<file path="src/rtl/ctr_pkg.sv">
package ctr_pkg;

    // Action chosen for the next clock edge, in decreasing rank.
    typedef enum logic [2:0] {
        ACT_CLEAR = 3'd0,
        ACT_KEEP  = 3'd1,
        ACT_LOAD  = 3'd2,
        ACT_INC   = 3'd3,
        ACT_DEC   = 3'd4
    } ctr_act_e;

endpackage

</file>
<file path="src/rtl/ctr_arbiter.sv">
module ctr_arbiter
    import ctr_pkg::*;
(
    input  logic     rst,
    input  logic     tick,
    input  logic     hold,
    input  logic     load,
    input  logic     up,
    output ctr_act_e act
);

    // Clear wins on any edge; the others need the enable tick.
    always_comb begin
        if (rst) begin
            act = ACT_CLEAR;
        end else if (!tick) begin
            act = ACT_KEEP;
        end else if (hold) begin
            act = ACT_KEEP;
        end else if (load) begin
            act = ACT_LOAD;
        end else if (up) begin
            act = ACT_INC;
        end else begin
            act = ACT_DEC;
        end
    end

endmodule

</file>
<file path="src/rtl/ctr_stepper.sv">
module ctr_stepper
    import ctr_pkg::*;
#(
    parameter int W = 4
) (
    input  ctr_act_e       act,
    input  logic [W-1:0]   cur,
    input  logic [W-1:0]   par,
    output logic [W-1:0]   nxt
);

    localparam logic [W-1:0] ONE = W'(1);

    // Modulo-2^W arithmetic: the carry out is dropped on purpose.
    always_comb begin
        unique case (act)
            ACT_CLEAR: nxt = '0;
            ACT_LOAD:  nxt = par;
            ACT_INC:   nxt = cur + ONE;
            ACT_DEC:   nxt = cur - ONE;
            default:   nxt = cur;
        endcase
    end

endmodule

</file>
<file path="src/rtl/ctr_tc_detect.sv">
module ctr_tc_detect #(
    parameter int W = 4
) (
    input  logic [W-1:0] cur,
    input  logic         up,
    output logic         tc
);

    localparam logic [W-1:0] TOP = {W{1'b1}};

    logic at_top;
    logic at_zero;

    assign at_top  = (cur == TOP);
    assign at_zero = (cur == '0);
    assign tc      = up ? at_top : at_zero;

endmodule

</file>
<file path="src/rtl/prio_step_counter.sv">
module prio_step_counter
    import ctr_pkg::*;
#(
    parameter int W = 4
) (
    input  logic         clk,
    input  logic         rst,
    input  logic         tick,
    input  logic         hold,
    input  logic         load,
    input  logic         up,
    input  logic [W-1:0] par_in,
    output logic [W-1:0] count,
    output logic         tc
);

    typedef struct packed {
        logic [W-1:0] cnt;
    } ctr_state_t;

    ctr_state_t   st_d;
    ctr_state_t   st_q;
    ctr_act_e     act;
    logic [W-1:0] step_nxt;

    ctr_arbiter u_arb (
        .rst  (rst),
        .tick (tick),
        .hold (hold),
        .load (load),
        .up   (up),
        .act  (act)
    );

    ctr_stepper #(.W(W)) u_step (
        .act (act),
        .cur (st_q.cnt),
        .par (par_in),
        .nxt (step_nxt)
    );

    ctr_tc_detect #(.W(W)) u_tc (
        .cur (st_q.cnt),
        .up  (up),
        .tc  (tc)
    );

    always_comb begin
        st_d     = st_q;
        st_d.cnt = step_nxt;
    end

    always_ff @(posedge clk) begin
        st_q <= st_d;
    end

    assign count = st_q.cnt;

endmodule

</file>
<file path="config.mk">
export PLATFORM = sky130hd
export DESIGN_NAME = prio_step_counter
export DESIGN_NICKNAME = d
export VERILOG_FILES = /design/src/rtl/ctr_pkg.sv /design/src/rtl/ctr_arbiter.sv /design/src/rtl/ctr_stepper.sv /design/src/rtl/ctr_tc_detect.sv /design/src/rtl/prio_step_counter.sv
export SDC_FILE = /design/constraint.sdc
export NUM_CORES = 1
export LEC_CHECK = 0
export BUFFER_PORTS_ARGS = -buffer_cell sky130_fd_sc_hd__clkbuf_2
export CORE_AREA = 2 2 39 41
export DETAILED_ROUTE_END_ITERATION = 7
export DIE_AREA = 0 0 41 43
export GPL_TIMING_DRIVEN = 0
export SYNTH_ARGS = -nofsm -noshare
export SYNTH_HDL_FRONTEND = slang
export SYNTH_SLANG_ARGS = --single-unit
</file>
<file path="constraint.sdc">
create_clock -name clk -period 2.3 [get_ports clk]
set_clock_uncertainty 0.05 [all_clocks]
set_input_delay 0.46 -clock clk [delete_from_list [all_inputs] [get_ports clk]]
set_output_delay 0.46 -clock clk [all_outputs]
set_load 0.02 [all_outputs]
</file>
==> flow_summary.json <==
{
  "syn_inst": 40,
  "ys_seq_area_frac": 0.329,
  "cts_buffers": 3,
  "drv_cap": 0,
  "antenna_cells": 0,
  "io_pins": 15,
  "fin_nets": 70,
  "status": "finished clean",
  "fillers": 149,
  "cp.arrival_ps": 2110,
  "synthFlopType": "edfxtp_1",
  "cts_tree": "done",
  "hp-class": "in2reg",
  "crit_path_max_fanout": 6,
  "slew_violations": 0,
  "endpoint_kind": "flip-flop",
  "synthesis.nets": 52,
  "fin_hold_ws_ps": 506,
  "die_x_um": 41,
  "hpwl_um": 615,
  "ys_ff_latch": 4,
  "grtUsageMet2": 0.156,
  "synthTopCellsByCount": "nor2_1 (5), edfxtp_1 (4)",
  "firstDrtPassIters": 4,
  "drc_errors": 0,
  "htree_num_levels": 1,
  "clk_latency_ps": 230,
  "crit_type": "in2reg",
  "routabilityCongestion": 0.686,
  "coreArea_um2": 1380,
  "port_buffers": 13,
  "synth.largest_area_cell": "edfxtp_1",
  "p_total_uw": 235,
  "hold_buffers": 0,
  "synth.top_cell.area_share": 0.329,
  "required_ps": 2220,
  "grt_pass1_wl_um": 1280,
  "die_area_um2": 1760,
  "synth.area.top_cells": "edfxtp_1 (33%), ha_1 (6.8%), mux2i_1 (5.5%), nor2_1 (5.1%), nor3_4 (4.5%)",
  "timing.rr.end": "count[2]",
  "fp.dieH_um": 43,
  "grt_max_degree": 11,
  "cts_max_path_buffers": 2,
  "startpoint_type": "input port",
  "async_flop_share": 0,
  "fp-row-count": 14,
  "rsz0062_at_grt": "false",
  "setup_viol": 0,
  "use_met3": 0.0628,
  "grt-busiest-layer": "met2",
  "grtUsageTotal": 0.109,
  "cts_setup_buffers": 0,
  "vias_per_cell": 5.25,
  "hold_depth": 3,
  "drtIter0Drc": 5,
  "yosys_warnings": 0,
  "cellPowerDensity_nw_per_um2": 477,
  "vias": 378,
  "fmax_mhz": 458,
  "max-slew-margin-rel": 0.638,
  "wl_um": 838,
  "hold_violations": 0,
  "tightest_slew_ps": 541,
  "root_buffer": "clkbuf_4",
  "peakVddDrop_mv": 0.346,
  "yosysMostFrequentCell": "nor2_1",
  "netlist_area_um2": 365,
  "wl_per_cell_um": 11.6,
  "stdcell_count": 72,
  "reg2reg_depth": 5,
  "synth.avg_cell_area_um2": 9.13,
  "overflow": 0,
  "cts_resized": 0,
  "ys_types": 24,
  "layout_min_cycle_time_ps": 2190,
  "fin_crit_sh": 0.950,
  "final_util": 0.355,
  "dp.cells": 69,
  "hp-start": "par_in[2]",
  "rrSetupSlack_ps": 640,
  "largest_reg_flops": 4,
  "drive_gt1_frac": 0.375,
  "tns_ps": 0,
  "grt_pass1_vias": 312,
  "path_clk_slew_ps": 40,
  "r2r_start": "count[1]",
  "antenna_found_initial": 0,
  "initial_core_util": 0.264,
  "hold_end": "count[2]",
  "synth_edf_count": 4,
  "clock_sinks": 4,
  "met1_usage": 0.141,
  "area_growth_pct": 34.6,
  "p_leak_uw": 0.000223,
  "detail-route-antenna-nets": 0
}
[metrics by stage]
step	instance area [um^2]	setup WS (ps)
after floorplan	365	105
after global placement	450	-150
after detailed placement	450	-134
after CTS	473	104
after global routing	492	19.0
final	492	115
[logic make-up after synthesis]
| kind of cell | Yosys count | synth area share |
|---|---|---|
| simple gates | 17 | 0.288 |
| compound gates | 10 | 0.171 |
| buf+inv | 4 | 0.0651 |
| flops | 4 | 0.329 |
| mux | 2 | 0.0548 |
| fa+ha+maj | 2 | 0.0685 |
| xor+xnor | 1 | 0.0240 |
[cells in the final DEF, fill, tap and decap left out, types with 2 or more instances in the layout]
cell and instances:
mux2i_1 2, nor3b_1 2, nand3_1 2, inv_1 2, edfxtp_1 4, clkbuf_2 13
clkbuf_4 3, a21oi_1 2, o21ai_0 2, nor2_1 5, nand2_1 2
[cell type report]
class / count / area, um^2 / area share
plain buffers: 2 / 16.3 / 0.0331
clock buffers: 3 / 22.5 / 0.0458
inverters: 2 / 7.51 / 0.0153
multi-input cells: 32 / 240 / 0.489
flip-flops and latches: 4 / 120 / 0.244
well taps: 16 / 20.0 / 0.0407
repair buffers: 13 / 65.1 / 0.132
[worst max-delay path, cell delays in order]
cell	delay, ps
clkbuf_2	90
or3b_1	390
buf_6	140
nor3_4	210
ha_4	260
a31oi_2	200
a211oi_1	80
o21ai_0	170
nand3b_1	100
[worst max-delay path by stage]
stage	startpoint	endpoint	depth (start not counted)
finish	hold	count[3]	9
global route	hold	count[3]	9
CTS	hold	count[3]	9
detailed placement	hold	count[3]	9
global placement	hold	count[3]	9
floorplan	hold	count[3]	8
[power breakdown]
group	internal (uW)	total [uW]	switching, uW
Clock	58.3	85.5	27.2
Combinational	23.2	53.5	30.2
Sequential	86.9	95.8	8.94
[routing by layer]
layer	vias up	part of all wire
met4	0	0
met5	-	0
met2	17	0.45
met3	0	0.095
met1	175	0.46
li1	186	-
Note: power is estimated with default switching activity, not from simulation.
